**src/rtl/cenc_pkg.sv**
```systemverilog
package cenc_pkg;
    localparam int SYM_W = 2;
    localparam int MEM_W = 2;

    typedef logic [SYM_W-1:0] sym_t;

    typedef struct packed {
        logic d1;
        logic d2;
    } mem_t;
endpackage

```
**src/rtl/cenc_loader.sv**
```systemverilog
module cenc_loader #(
    parameter int MSG_W = 6
) (
    input  logic             clk_i,
    input  logic             rst_i,
    input  logic             load_i,
    input  logic [MSG_W-1:0] msg_i,
    input  logic             step_i,
    output logic             bit_o
);
    logic [MSG_W-1:0] msg_d, msg_q;

    always_comb begin
        msg_d = msg_q;
        if (load_i) begin
            msg_d = msg_i;
        end else if (step_i) begin
            msg_d = msg_q << 1;
        end
    end

    always_ff @(posedge clk_i) begin
        if (rst_i) begin
            msg_q <= '0;
        end else begin
            msg_q <= msg_d;
        end
    end

    assign bit_o = msg_q[MSG_W-1];
endmodule

```
**src/rtl/cenc_trellis.sv**
```systemverilog
module cenc_trellis
    import cenc_pkg::*;
(
    input  logic clk_i,
    input  logic rst_i,
    input  logic clear_i,
    input  logic step_i,
    input  logic bit_i,
    output sym_t sym_o
);
    mem_t mem_d, mem_q;

    always_comb begin
        mem_d = mem_q;
        if (clear_i) begin
            mem_d = '0;
        end else if (step_i) begin
            mem_d.d2 = mem_q.d1;
            mem_d.d1 = bit_i;
        end
        sym_o[1] = bit_i ^ mem_q.d1 ^ mem_q.d2;
        sym_o[0] = bit_i ^ mem_q.d2;
    end

    always_ff @(posedge clk_i) begin
        if (rst_i) begin
            mem_q <= '0;
        end else begin
            mem_q <= mem_d;
        end
    end

    // a frame starts from an all-zero memory
    a_r6_mem_cleared: assert property (@(posedge clk_i) disable iff (rst_i)
        clear_i |=> (mem_q == '0));
endmodule

```
**src/rtl/cenc_packer.sv**
```systemverilog
module cenc_packer
    import cenc_pkg::*;
#(
    parameter int MSG_W = 6
) (
    input  logic                   clk_i,
    input  logic                   rst_i,
    input  logic                   step_i,
    input  logic                   last_i,
    input  sym_t                   sym_i,
    output logic [SYM_W*MSG_W-1:0] cw_o,
    output logic                   valid_o
);
    localparam int CW_W = SYM_W * MSG_W;

    typedef struct packed {
        logic [CW_W-1:0] acc;
        logic [CW_W-1:0] cw;
        logic            valid;
    } pack_t;

    pack_t pk_d, pk_q;
    logic [CW_W-1:0] shifted;

    always_comb begin
        shifted     = {sym_i, pk_q.acc[CW_W-1:SYM_W]};
        pk_d        = pk_q;
        pk_d.valid  = 1'b0;
        if (step_i) begin
            pk_d.acc = shifted;
            if (last_i) begin
                pk_d.cw    = shifted;
                pk_d.valid = 1'b1;
            end
        end
    end

    always_ff @(posedge clk_i) begin
        if (rst_i) begin
            pk_q <= '0;
        end else begin
            pk_q <= pk_d;
        end
    end

    assign cw_o    = pk_q.cw;
    assign valid_o = pk_q.valid;

    // the published codeword moves only with the valid pulse
    a_r8_cw_hold: assert property (@(posedge clk_i) disable iff (rst_i)
        !valid_o |-> $stable(cw_o));

    // the valid pulse is a single cycle wide
    a_r5_single_pulse: assert property (@(posedge clk_i) disable iff (rst_i)
        valid_o |=> !valid_o);
endmodule

```
**src/rtl/cenc_frame_top.sv**
```systemverilog
module cenc_frame_top
    import cenc_pkg::*;
#(
    parameter int MSG_W = 6
) (
    input  logic                   clk_i,
    input  logic                   rst_i,
    input  logic                   start_i,
    input  logic [MSG_W-1:0]       msg_i,
    output logic [SYM_W*MSG_W-1:0] cw_o,
    output logic                   valid_o
);
    localparam int CNT_W = (MSG_W > 1) ? $clog2(MSG_W) : 1;
    localparam logic [CNT_W-1:0] LAST_IDX = CNT_W'(MSG_W - 1);

    typedef struct packed {
        logic             busy;
        logic [CNT_W-1:0] cnt;
    } ctl_t;

    ctl_t ctl_d, ctl_q;
    logic accept, step, last, cur_bit;
    sym_t sym;

    always_comb begin
        accept = start_i && !ctl_q.busy;
        step   = ctl_q.busy;
        last   = ctl_q.busy && (ctl_q.cnt == LAST_IDX);
        ctl_d  = ctl_q;
        if (accept) begin
            ctl_d.busy = 1'b1;
            ctl_d.cnt  = '0;
        end else if (step) begin
            if (last) begin
                ctl_d.busy = 1'b0;
                ctl_d.cnt  = '0;
            end else begin
                ctl_d.cnt = ctl_q.cnt + CNT_W'(1);
            end
        end
    end

    always_ff @(posedge clk_i) begin
        if (rst_i) begin
            ctl_q <= '0;
        end else begin
            ctl_q <= ctl_d;
        end
    end

    cenc_loader #(.MSG_W(MSG_W)) loader_i (
        .clk_i  (clk_i),
        .rst_i  (rst_i),
        .load_i (accept),
        .msg_i  (msg_i),
        .step_i (step),
        .bit_o  (cur_bit)
    );

    cenc_trellis trellis_i (
        .clk_i   (clk_i),
        .rst_i   (rst_i),
        .clear_i (accept),
        .step_i  (step),
        .bit_i   (cur_bit),
        .sym_o   (sym)
    );

    cenc_packer #(.MSG_W(MSG_W)) packer_i (
        .clk_i   (clk_i),
        .rst_i   (rst_i),
        .step_i  (step),
        .last_i  (last),
        .sym_i   (sym),
        .cw_o    (cw_o),
        .valid_o (valid_o)
    );

    // a strobe during a frame does not restart the step count
    a_r7_count_advances: assert property (@(posedge clk_i) disable iff (rst_i)
        (ctl_q.busy && (ctl_q.cnt != LAST_IDX)) |=>
            (ctl_q.busy && (ctl_q.cnt == $past(ctl_q.cnt) + CNT_W'(1))));

    // the pulse follows the final coding step
    a_r5_valid_after_frame: assert property (@(posedge clk_i) disable iff (rst_i)
        valid_o |-> ($past(ctl_q.busy) && ($past(ctl_q.cnt) == LAST_IDX)));

    // outputs idle straight out of reset
    a_r1_reset_idle: assert property (@(posedge clk_i)
        $fell(rst_i) |-> (!valid_o && (cw_o == '0)));
endmodule

```
**config.mk**
```make
export PLATFORM = sky130hd
export DESIGN_NAME = cenc_frame_top
export DESIGN_NICKNAME = d
export VERILOG_FILES = /design/src/rtl/cenc_pkg.sv /design/src/rtl/cenc_loader.sv /design/src/rtl/cenc_trellis.sv /design/src/rtl/cenc_packer.sv /design/src/rtl/cenc_frame_top.sv
export SDC_FILE = /design/constraint.sdc
export NUM_CORES = 1
export LEC_CHECK = 0
export ABC_AREA = 1
export BUFFER_PORTS_ARGS = -buffer_cell sky130_fd_sc_hd__buf_2
export CORE_MARGIN = 2
export CORE_UTILIZATION = 35
export DETAILED_ROUTE_END_ITERATION = 12
export SYNTH_ARGS = -nofsm -noshare
export SYNTH_HDL_FRONTEND = slang
export SYNTH_SLANG_ARGS = --single-unit
```
**constraint.sdc**
```tcl
create_clock -name clk_i -period 1.45 [get_ports clk_i]
set_input_delay 0.29 -clock clk_i [delete_from_list [all_inputs] [get_ports clk_i]]
set_output_delay 0.29 -clock clk_i [all_outputs]
set_load 0.01 [all_outputs]
```
# == Word-level counts from Yosys, hierarchy flattened ==
# Index checks and enable logic that the tools add are counted.
# op_classes
n_addsub,1
n_eq_ne,1
mux,7
bitwise,4
n_reduce_logical,7
# ops
op,n
6-bit 2-to-1 mux,2
4-bit 2-to-1 mux,2
2-bit OR reduction,2
3-bit by 1-bit adder with 3-bit output (second input constant),1
3-bit equality test (second input constant),1
3-bit 2-to-1 mux,1
1-bit bitwise XOR,3
1-bit logical AND,2
1-bit 2-to-1 mux,2
2-bit AND reduction,1
2-bit nonzero test,1
1-bit logical NOT,1
1-bit NOT,1
# totals
register_bits,37
input_bits,9
elab_cells,28

# == Longest topological paths before layout ==
# Gate-level depths: netlist (run 1).
# depth
word_depth,5
mapped_depth,8

# == Cells and area by module ==
# Synthesis (run 1) repeated with hierarchy kept, for this count alone.
# hier_totals
cells_unflattened,216
hier_area_um2,1531.5
# by_module_without_submodules
mod,instances,cells_each,area_per_inst_um2,seq_area_each_um2
cenc_packer,1,118,892.1,460.4
cenc_loader,1,45,281.5,120.1
cenc_frame_top,1,32,241.5,80.1
cenc_trellis,1,21,116.4,40.0

# == Least setup slack after synthesis (run 1) ==
# OpenSTA, ideal clock, no wires.
# synth_timing
kind,register to register
start,reg ctl_q[0] (netlist bit)
end,reg packer_i.pk_q (netlist bit packer_i.cw_o[0])
setup_ns,0.112
t_arrival_ns,0.988
t_required_ns,1.338
path_slack_ns,0.350
stages_incl_launch_ff,8
n_path_buf,1
period_less_slack_ns,1.100
cell_sequence,dfxtp_1 -> ha_1 -> nand3_2 -> nand2_1 -> inv_1 -> buf_4 -> nand2_1 -> nand2_1
# synth_between
elab_chain_len,3
# synth_rtl
element,line_no,source
"start, declared",cenc_frame_top.sv:21,"ctl_t ctl_d, ctl_q;"
"start signal, assigned",cenc_frame_top.sv:47,ctl_q <= ctl_d;
3-bit equality test,cenc_frame_top.sv:28,last = ctl_q.busy && (ctl_q.cnt == LAST_IDX);
1-bit logical AND,cenc_frame_top.sv:28,
2-bit AND reduction (no line),n/a,
"end signal, assigned",cenc_packer.sv:42,pk_q <= pk_d;
"end, declared",cenc_packer.sv:22,"pack_t pk_d, pk_q;"
# Every way passes these cells.
# A chain may end at the register's enable or synchronous reset.

# == Worst setup path after layout (run 1) ==
# layout_timing
start,reg ctl_q[0] (netlist bit)
end,reg packer_i.pk_q (netlist bit packer_i.cw_o[11])
# Same word-level chain as after synthesis.

==> results by group, run 1 <==
Place
  – DP HPWL: between 1500 and 2000 µm
  – Number of port buffers: 21
  – RePlAce Congestion: around 0.7
  – DP Worst Slack: about 0.25 ns
  – Placed Cells: ~260
  – Placed Area: between 1500 and 2000 µm²

Power
  – Switching power total: 0.0004458 W
  – Sequential power share: 0.466
  – Worst vdd ir: roughly 0.69 mV
  – Switching Fraction: 0.2033
  – PD cells: about 1300 nW/µm²
  – Clock group share of total power: 0.468
  – Combinational Power Share: 0.066
  – P_leak: just under 0.9 nW
  – P_int: 0.001747 W

Layout
  – Area of the multi-input gates: about 540 µm²
  – Final nets: 226
  – Finished Layout Cells: ~270
  – Area occupied by registers: approximately 700 µm²
  – Fin area: approximately 1700 µm²
  – Layout cells sized above 1: 0.1852
  – ANT cells: 0
  – Filler cells: roughly 420
  – Layout Area Growth over Synthesis: 17.13%

Min path
  – Type of the most critical hold path: input pin to register

Floorplan
  – Cell Rows: 23
  – Total die area: roughly 4600 µm²
  – IO Pins: 22
  – Die X: roughly 68 µm
  – Initial Util: 0.3623
  – Placeable Area: around 4000 µm²
  – Die Height: about 70 µm

Route
  – Vias per cell: 4.222
  – Final WL: 2453 µm
  – Pre-antenna DRT Iters: 4
  – # DRC: 0
  – DR WL/cell: about 9 µm
  – Total number of vias: between 1,000 and 1,500
  – 1st-iter DRT viols: 33
  – DRT antenna net count: 0

Clocking
  – Root Buffer: clkbuf_8
  – Clk slew on worst S/H paths: ~0.060 ns
  – H-tree depth: 2
  – # clock sinks: 35
  – CTS Buffer Depth: 2
  – Clock latency on the worst-skew pair: 0.29 ns
  – Clock tree from TritonCTS: done
  – Post-cts sizing count: 0
  – Post-cts hold buffer count: 0
  – Postcts setup bufs: 0
  – Inserted Clock Buffers: 5

Synth
  – Syn Nets: around 210
  – Avg Inst Size Synth: between 7 and 8 µm²
  – Synth Register Bits: 35
  – Netlist cell types: 17
  – Mapped Area: around 1400 µm²
  – Sequential fraction of the synthesis area: 0.4870
  – Cell count after synthesis: a little under 200
  – Yosys top cell area share: 0.4870
  – Synth Warn #: 0
  – Synth area leaders: dfxtp_1 (49%), nand2_1 (19%), buf_4 (7.8%)
  – Post-synth top area cell: dfxtp_1

GRT
  – Initial antenna violation count: 0
  – Gr usage total: 0.1363
  – GRT overflow: 0
  – Vias in the first global route: between 1,000 and 1,500
  – Pin count of the biggest net entering global routing: 15
  – First-pass GRT wire length: roughly 4500 µm

Job
  – Maxcap violations: 0

STA
  – Unrepaired setup endpoints after global routing: false
  – Slew Limit Fails: 0
  – Setup TNS: 0 ns
  – # setup viols final: 0
  – Clock Skew: approximately 0.0032 ns
  – Max Freq: about 850 MHz
  – Max_slew headroom: 0.8629
  – Final min period: between 1 and 1.5 ns
  – Least-Margin Pin Slew: roughly 0.21 ns
  – Setup WS post-layout: 0.2785 ns
  – Final period util: 0.8079
  – Final-report hold violation count: 0

Worst setup path
  – CP endpoint kind: register
  – Critical Path Start Type: register
  – Worst endpoint required time: approximately 1.6 ns
  – Crit-path max FO: 12
  – Critical setup path kind: register to register
  – Critical Path AT: about 1.4 ns

Run status
  – Status: finished, final reports clean
cells by family after synthesis:
kind of cell             after synthesis  synth area share
AO/OA/AOI/OAI                         16           0.05565
buffers and inverters                 35            0.1374
flip-flops                            35            0.4870
AND/OR/NAND/NOR                      107            0.2965
adder cells (fa/ha/maj)                2           0.01739
XOR/XNOR                               1          0.006088
path summary, 6_finish.rpt:
check | depth (start not counted) | endpoint | slack (ns) | startpoint
setup reg to reg | 7 | packer_i.cw_o[11] | 0.28 | ctl_q[0]
hold / removal | 3 | loader_i.msg_q[0] | 0.24 | msg_i[0]
setup / recovery | 7 | packer_i.cw_o[11] | 0.28 | ctl_q[0]
hold reg to reg | 2 | packer_i.cw_o[2] | 0.44 | packer_i.cw_o[2]
power groups by stage:
stage	Clock, W	Sequential (W)	Combinational [W]
2_1_floorplan	0	0.00104	0.0000968
3_3_place_gp	0	0.00104	0.000147
3_5_place_dp	0	0.00104	0.000147
4_1_cts	0.00106	0.00102	0.000148
5_1_grt	0.00112	0.00103	0.000171
6_report	0.00103	0.00102	0.000145
worst max-delay path, stage by stage, from the launching register on:
cell	delay, ns
dfxtp_1	0.37
ha_1	0.17
nand3_2	0.10
nand2_1	0.11
inv_1	0.08
buf_12	0.14
nand2_1	0.05
nand2_1	0.04
registers in the layout (all words and copies together), names as in the netlist:
name / count
trellis_i.mem_q: 2
loader_i.msg_q: 6
ctl_q: 3
step: 1
packer_i.pk_q: 10
packer_i.cw_o: 12
packer_i.valid_o: 1
per-layer routing:
metal / GRT usage / part of all wire
met5: 0 / 0
met4: 0.07500 / 0.023
met3: 0.06414 / 0.061
met2: 0.2087 / 0.41
met1: 0.1559 / 0.50
final cells by class:
| cell class | count | share of cell area |
|---|---|---|
| inverter | 17 | 0.03786 |
| clock inverter | 2 | 0.03563 |
| sequential | 35 | 0.4157 |
| tap | 50 | 0.03712 |
| timing repair buffer | 30 | 0.1099 |
| clock buffer | 6 | 0.04306 |
| multi-input combinational | 126 | 0.3207 |
cell usage in the layout (no fill, tap or decap), drive strengths merged:
master / netlist / final
nand2: 73 / 73
dfxtp: 35 / 35
buf: 18 / 30
nor2: 22 / 22
inv: 17 / 17
o21ai: 10 / 10
nand3: 10 / 10
a21oi: 6 / 6
clkbuf: 0 / 6
ha: 2 / 2
bufinv: 0 / 2
or2: 2 / 2
xor2: 1 / 1
synth_stat cells:
library cell and number:
nand3_2 1, nor2_1 21, buf_2 2, a21oi_1 6, buf_4 15, ha_1 2, or2_1 1, o21ai_0 10
nand2_1 73, inv_1 16, nor2_2 1, xor2_1 1, buf_6 1, inv_2 1, or2_0 1, dfxtp_1 35
nand3_1 9
stage by stage:
stage | total power [W] | utilization | hold WS (ns)
2_1_floorplan | 0.001134 | - | 0.3591
3_3_place_gp | 0.001191 | 0.3910 | 0.4255
3_5_place_dp | 0.001191 | 0.3910 | 0.4267
4_1_cts | 0.002231 | 0.4244 | 0.2365
5_1_grt | 0.002316 | 0.4244 | 0.2507
6_report | 0.002193 | 0.4244 | 0.2447
Power figures use the tool's default switching activity.
==> inputs of run 2 (changes only) <==
ABC_AREA = 0   (was 1)
clock period = 1 ns   (was 1.45 ns; I/O delays follow)
==> run 2 against run 1 <==
The run now ends with setup timing left. Clock skew rose by 0.0021 ns. Power rose by 24%. Clock-buffer cell count decreased by 1. Cell area is 10% higher. Register-to-register slack worse by 0.41 ns. Critical path type unchanged. Critical endpoint is now ctl_q[2].
==> results by group, run 2 <==
Synth
  – Primary FF master, synth: dfxtp_1
  – Sequential fraction of the synthesis area: 0.4782 (-0.008733)
  – Netlist cell types: 31 (+14)
  – Synth Register Bits: 35 (unchanged)
  – Mapped Area: 1465 µm² (+1.8%)
  – Simple-Gate Fraction of Synth Area: 0.1196 (-0.1770)
  – Syn Nets: 148 (-29%)
  – Largest family of logic cells by synthesized area: multiplexers
  – EDFF count, synth: 0 (unchanged)
  – Xor/xnor cell area share of the yosys netlist: 0.01708 (+0.01099)
  – Synth top cells by count: dfxtp_1 (35), nor2_1 (18), mux2i_1 (14)
  – Synth Warn #: 0 (unchanged)
  – Avg Inst Size Synth: 10.69 µm² (+46%)
  – Synth area leaders: dfxtp_1 (48%), mux2i_1 (9.6%), buf_4 (6.7%)
  – Post-synth top area cell: dfxtp_1
  – Cell count after synthesis: 137 (-30%)
  – Yosys top cell area share: 0.4782 (-0.008733)
  – Most frequent cell after synthesis: dfxtp_1
  – Async set-reset flop share out of synthesis: 0 (unchanged)
  – Mux contribution to synthesized area: 0.1341 (+0.1341)
  – Adder-Cell Fraction of Synth Area: 0.01708 (-0.0003119)
  – Compound-Gate Fraction of Synth Area: 0.1213 (+0.06561)

GRT
  – GRT overflow: 0 (unchanged)
  – Vias in the first global route: 953 (-11%)
  – Gr usage total: 0.1303 (-0.005983)
  – Pin count of the biggest net entering global routing: 15 (unchanged)
  – First-pass GRT wire length: 4340 µm (-3.7%)
  – Initial antenna violation count: 0 (unchanged)

Worst setup path
  – Reg2reg start: ctl_q[1]
  – R2R Setup Slk: -0.13 ns (-0.41 ns)
  – Worst endpoint required time: 1.18 ns (-0.46 ns)
  – Worst Reg2Reg Path Length in Cells: 5 (-2)
  – Critical setup path kind: register to register
  – CP Launch Point: ctl_q[1]
  – Crit-path max FO: 2 (-10)
  – CP endpoint kind: register
  – Worst R2R End: ctl_q[2]
  – Critical Path Start Type: register
  – Critical Path AT: 1.31 ns (-0.05 ns)

Route
  – # DRC: 0 (unchanged)
  – Final WL: 2630 µm (+7.2%)
  – Vias per cell: 4.778 (+13%)
  – DR WL/cell: 12.41 µm (+35%)
  – Total number of vias: 1,013 (-9.8%)
  – Pre-antenna DRT Iters: 2 (-2)
  – 1st-iter DRT viols: 15 (-55%)
  – DRT antenna net count: 0 (unchanged)

Run status
  – Violated checks: setup timing
  – Status: finished, violations left

STA
  – Max_slew headroom: 0.8691 (+0.006266)
  – Final period util: 1.131 (+0.3233)
  – Clock Skew: 0.005334 ns (+0.002130 ns)
  – Final min period: 1.131 ns (-0.04024 ns)
  – Tightest hold margin: 0.2112 ns (-0.03352 ns)
  – # setup viols final: 16 (+16)
  – Slew Limit Fails: 0 (unchanged)
  – Max Freq: 884.0 MHz (+3.6%)
  – Setup WS post-layout: -0.1313 ns (-0.4098 ns)
  – Final-report hold violation count: 0 (unchanged)
  – Least-Margin Pin Slew: 0.1963 ns (-0.009118 ns)
  – Unrepaired setup endpoints after global routing: true

Power
  – P_int: 0.002053 W (+18%)
  – Worst vdd ir: 0.9339 mV (+36%)
  – P_leak: 0.7581 nW (-13%)
  – Clock group share of total power: 0.367 (-0.101)
  – Switching power total: 0.0006724 W (+51%)
  – Combinational Power Share: 0.100 (+0.034)
  – Switching Fraction: 0.2467 (+0.04339)
  – PD cells: 1467 nW/µm² (+13%)
  – Sequential power share: 0.533 (+0.067)

Layout
  – Fin area: 1858 µm² (+10%)
  – Layout cells sized above 1: 0.4753 (+0.2901)
  – Commonest cells after routing, fill and taps aside: dfxtp_1 (26), buf_2 (21), nor2_1 (18)
  – Filler cells: 403 (-4.7%)
  – Max reg flops: 12 (unchanged)
  – ANT cells: 0 (unchanged)
  – Post-layout util: 0.4612 (+0.03679)
  – Final nets: 172 (-24%)
  – Most common cell after layout, fill and taps aside: dfxtp_1
  – Layout Area Growth over Synthesis: 26.81%

Place
  – DP HPWL: 1781 µm (+2.4%)
  – Number of port buffers: 21 (unchanged)
  – Placed Area: 1652 µm² (+6.4%)
  – RePlAce Congestion: 0.7164 (-0.68%)

Floorplan
  – Die X: 68.70 µm (+0.86%)
  – Cell Rows: 23 (unchanged)
  – Total die area: 4720 µm² (+1.7%)
  – Die Height: 68.70 µm (+0.86%)
  – Placeable Area: 4029 µm² (+1.4%)
  – IO Pins: 22 (unchanged)
  – Initial Util: 0.3637 (+0.001346)

Min path
  – Hold Path Depth: 3 (unchanged)
  – Type of the most critical hold path: input pin to register
  – Hold path startpoint: msg_i[0]
  – Min-Delay Endpoint: loader_i.msg_q[0]

Clocking
  – Root Buffer: clkbuf_8
  – Clk slew on worst S/H paths: 0.07 ns (about the same)
  – Clock tree from TritonCTS: done
  – CTS Buffer Depth: 2 (unchanged)
  – Post-cts hold buffer count: 0 (unchanged)
  – Inserted Clock Buffers: 5 (unchanged)
  – # clock sinks: 35 (unchanged)
  – H-tree depth: 2 (unchanged)
  – Clock latency on the worst-skew pair: 0.28 ns (about the same)

Job
  – Maxcap violations: 0 (unchanged)
-- run 2: how the worst max path moves through the flow --
stage,endpoint,slack [ns],cells past startpoint
CTS,packer_i.cw_o[5],-0.12,4
global placement,ctl_q[2],-0.11,6
detailed placement,ctl_q[2],-0.19,6
global route,ctl_q[2],-0.18,5
finish,ctl_q[2],-0.13,5
floorplan,packer_i.cw_o[0],-0.07,6
-- run 2: metrics by stage --
stage | total power, W | setup slack, ns | std cells | TNS (ns)
after floorplan | 0.001647 | -0.07397 | 137 | -0.7018
after global placement | 0.001722 | -0.1096 | 204 | -1.280
after detailed placement | 0.001730 | -0.1853 | 204 | -1.716
after CTS | 0.002754 | -0.1222 | 212 | -1.426
after global routing | 0.002862 | -0.1817 | 212 | -2.328
final | 0.002726 | -0.1313 | 212 | -1.525
-- run 2: worst max-delay path, cell delays in order (launching register included) --
cell	delay, ns
dfxtp_2	0.33
buf_4	0.13
ha_2	0.19
nor2b_1	0.15
o21ai_2	0.17
a21oi_2	0.07
-- run 2: layout make-up --
type,instances,area (µm²),area share
clock inverter,3,20.02,0.01077
inverter,1,3.754,0.002020
multi-input combinational,80,700.7,0.3771
sequential,35,716.9,0.3859
tap,50,62.56,0.03367
timing repair buffer,38,285.3,0.1535
clock buffer,5,68.82,0.03704
-- run 2: timing repair --
item | in CTS | in global routing
pin swaps | 9 | 13
gates resized for setup | 12 | 15
buffers inserted | 1 | 0
setup endpoints to repair | 24 | 36
-- run 2: metal layers --
metal | part of all wire | vias to the layer above | track usage | wire (µm)
met5 | 0 | - | 0 | 0
met4 | 0.029 | 0 | 0.08824 | 77
met3 | 0.054 | 6 | 0.04221 | 143
met2 | 0.49 | 23 | 0.2115 | 1278
met1 | 0.43 | 474 | 0.1446 | 1131
li1 | - | 510 | - | -
-- run 2: power groups by stage --
stage / registers [W] / clock network [W] / logic (W)
after floorplan: 0.00148 / 0 / 0.000169
after CTS: 0.00145 / 0.00104 / 0.000262
final: 0.00145 / 0.00100 / 0.000272
after detailed placement: 0.00148 / 0 / 0.000247
after global routing: 0.00146 / 0.00111 / 0.000298
after global placement: 0.00148 / 0 / 0.000240
-- run 2: cell families after synthesis --
kind of cell	count (synthesis)
flops	35
buf+inv	22
fa+ha+maj	2
xor+xnor	2
mux	19
simple gates	35
compound gates	22
==> inputs of run 3 (changes only) <==
CORE_UTILIZATION = 49   (was 35)
PLACE_DENSITY = 0.73   (was not set)
REMOVE_ABC_BUFFERS = 1   (was not set)
==> run 3 against run 2 <==
The flow finishes with violations (DRC, setup timing). First-iteration DRC count is 20% lower. Clock power rose by 8%. Power increased by 3.1%. Clock skew increased by 0.0013 ns. Combinational power is 2% higher. Register-to-register slack better by 0.03 ns. Critical endpoint is now packer_i.cw_o[3].
==> results by group, run 3 (synthesis results as in run 2) <==
Worst setup path
  – Crit-path max FO: 8 (+6)
  – CP endpoint kind: register
  – Critical setup path kind: register to register
  – Critical Path AT: 1.35 ns (+0.04 ns)
  – Worst endpoint required time: 1.25 ns (+0.07 ns)
  – Critical Path Start Type: register

STA
  – Setup TNS: -1.262 ns (+0.2634 ns)
  – # setup viols final: 19 (+3)
  – Max Freq: 906.8 MHz (+2.6%)
  – Final-report hold violation count: 0 (unchanged)
  – Slew Limit Fails: 0 (unchanged)
  – Clock Skew: 0.006632 ns (+0.001298 ns)
  – Max_slew headroom: 0.8411 (-0.02802)
  – Final period util: 1.103 (-0.02852)
  – Unrepaired setup endpoints after global routing: true
  – Setup WS post-layout: -0.1027 ns (+0.02852 ns)
  – Least-Margin Pin Slew: 0.2383 ns (+0.04203 ns)
  – Final min period: 1.103 ns (-0.02852 ns)

Job
  – Maxcap violations: 0 (unchanged)

Power
  – Switching power total: 0.0006503 W (-3.3%)
  – Sequential power share: 0.518 (-0.015)
  – Clock group share of total power: 0.383 (+0.016)
  – Switching Fraction: 0.2314 (-0.01533)
  – Worst vdd ir: 0.8890 mV (-4.8%)
  – PD cells: 1435 nW/µm² (-2.2%)
  – Pwr Total: 0.002811 W (+3.1%)
  – P_leak: 0.8063 nW (+6.4%)
  – P_int: 0.002160 W (+5.2%)
  – Combinational Power Share: 0.098 (-0.002)

Floorplan
  – Cell Rows: 19 (-17%)
  – Placeable Area: 2805 µm² (-30%)
  – Total die area: 3443 µm² (-27%)
  – Die X: 58.68 µm (-15%)
  – Initial Util: 0.5223 (+0.1586)
  – Die Height: 58.68 µm (-15%)
  – IO Pins: 22 (unchanged)

Clocking
  – Clk slew on worst S/H paths: 0.11 ns (+0.04 ns)
  – Post-cts hold buffer count: 0 (unchanged)
  – CTS Buffer Depth: 2 (unchanged)
  – Clock latency on the worst-skew pair: 0.35 ns (+0.07 ns)
  – Clock tree from TritonCTS: done
  – # clock sinks: 35 (unchanged)
  – Inserted Clock Buffers: 5 (unchanged)
  – H-tree depth: 2 (unchanged)
  – Root Buffer: clkbuf_4

Min path
  – Type of the most critical hold path: input pin to register

Layout
  – ANT cells: 0 (unchanged)
  – Max reg flops: 12 (unchanged)
  – Layout cells sized above 1: 0.5444 (+0.06907)
  – Layout Area Growth over Synthesis: 33.65%
  – Final nets: 179 (+4.1%)
  – Most common cell after layout, fill and taps aside: dfxtp_2
  – Finished Layout Cells: 200 (-5.7%)
  – Commonest cells after routing, fill and taps aside: dfxtp_2 (18), nor2_1 (17), buf_6 (17)

Route
  – # DRC: 2 (+2)
  – DRT antenna net count: 0 (unchanged)
  – Total number of vias: 1,041 (+2.8%)
  – Final WL: 2850 µm (+8.4%)
  – Pre-antenna DRT Iters: 7 (+5)
  – Vias per cell: 5.205 (+8.9%)
  – 1st-iter DRT viols: 12 (-3)
  – DR WL/cell: 14.25 µm (+15%)

GRT
  – Vias in the first global route: 1,060 (+11%)
  – Pin count of the biggest net entering global routing: 12 (-3)
  – Gr usage total: 0.1772 (+0.04689)
  – First-pass GRT wire length: 4512 µm (+4.0%)
  – GRT overflow: 0 (unchanged)
  – Initial antenna violation count: 0 (unchanged)

Run status
  – Violated checks: DRC, setup timing
  – Status: finished, violations left

Place
  – RePlAce Congestion: 0.6968 (-2.7%)
  – Placed Cells: 184 (-9.8%)
  – DP HPWL: 1829 µm (+2.7%)
  – Number of port buffers: 21 (unchanged)
## run 3: cell types whose count changed in the layout (fill, tap and decap cells not counted), sizes merged
cell      previous run  this run
clkbuf               5         6
clkinvlp             2         0
bufinv               0         1
buf                 38        44
nor2                19        20
## run 3: worst paths after layout
path | depth (start not counted) | startpoint | slack, ns | endpoint
worst max register to register | 5 | ctl_q[1] | -0.10 | packer_i.cw_o[3]
worst max-delay path | 5 | ctl_q[1] | -0.10 | packer_i.cw_o[3]
worst min-delay path | 3 | msg_i[0] | 0.17 | loader_i.msg_q[0]
worst min register to register | 1 | packer_i.pk_q[16] | 0.49 | packer_i.cw_o[1]
## run 3: cell type report
class                           instances  area (µm²)
Fill cell                             218       847.1
Sequential cell                        35       726.9
Multi-Input combinational cell         81       705.7
Timing Repair Buffer                   44       396.6
Clock buffer                            6       51.30
Tap cell                               31       38.79
Clock inverter                          2       35.03
Inverter                                1       3.754
## run 3: critical path, cell delays in order (launching register included)
cell and delay (ns):
dfxtp_2 0.34, inv_2 0.06, ha_4 0.17, a31oi_4 0.09, buf_6 0.14, a22o_1 0.20
## run 3: what timing repair did
action	4_1_cts	5_1_grt
cloned	1	0
pin swaps	22	5
endpoints found under the setup margin	47	40
setup buffers	4	3
resized for setup	46	16
## run 3: through the flow
step                setup WS (ns)  cell area [µm²]  hold slack [ns]  utilization
detailed placement        -0.2533             1568           0.4443       0.5589
floorplan                 -0.7982             1304           0.2624            -
global placement          -0.2077             1568           0.4430       0.5589
CTS                       -0.1056             1867           0.1730       0.6655
global route              -0.1499             1958           0.1833       0.6980
finish                    -0.1027             1958           0.1689       0.6980
## run 3: power groups by stage
stage | Sequential [W] | Clock (W) | Combinational [W]
3_5_place_dp | 0.00148 | 0 | 0.000224
6_report | 0.00146 | 0.00108 | 0.000277
2_1_floorplan | 0.00149 | 0 | 0.0000990
3_3_place_gp | 0.00148 | 0 | 0.000212
5_1_grt | 0.00146 | 0.00113 | 0.000297
4_1_cts | 0.00145 | 0.00109 | 0.000250
## run 3: per-layer routing
metal | up-vias | GRT usage | wire, µm
li1 | 525 | - | -
met5 | - | 0 | 0
met3 | 7 | 0.06593 | 122
met4 | 0 | 0.08766 | 49
met2 | 25 | 0.3002 | 1466
met1 | 484 | 0.1948 | 1212
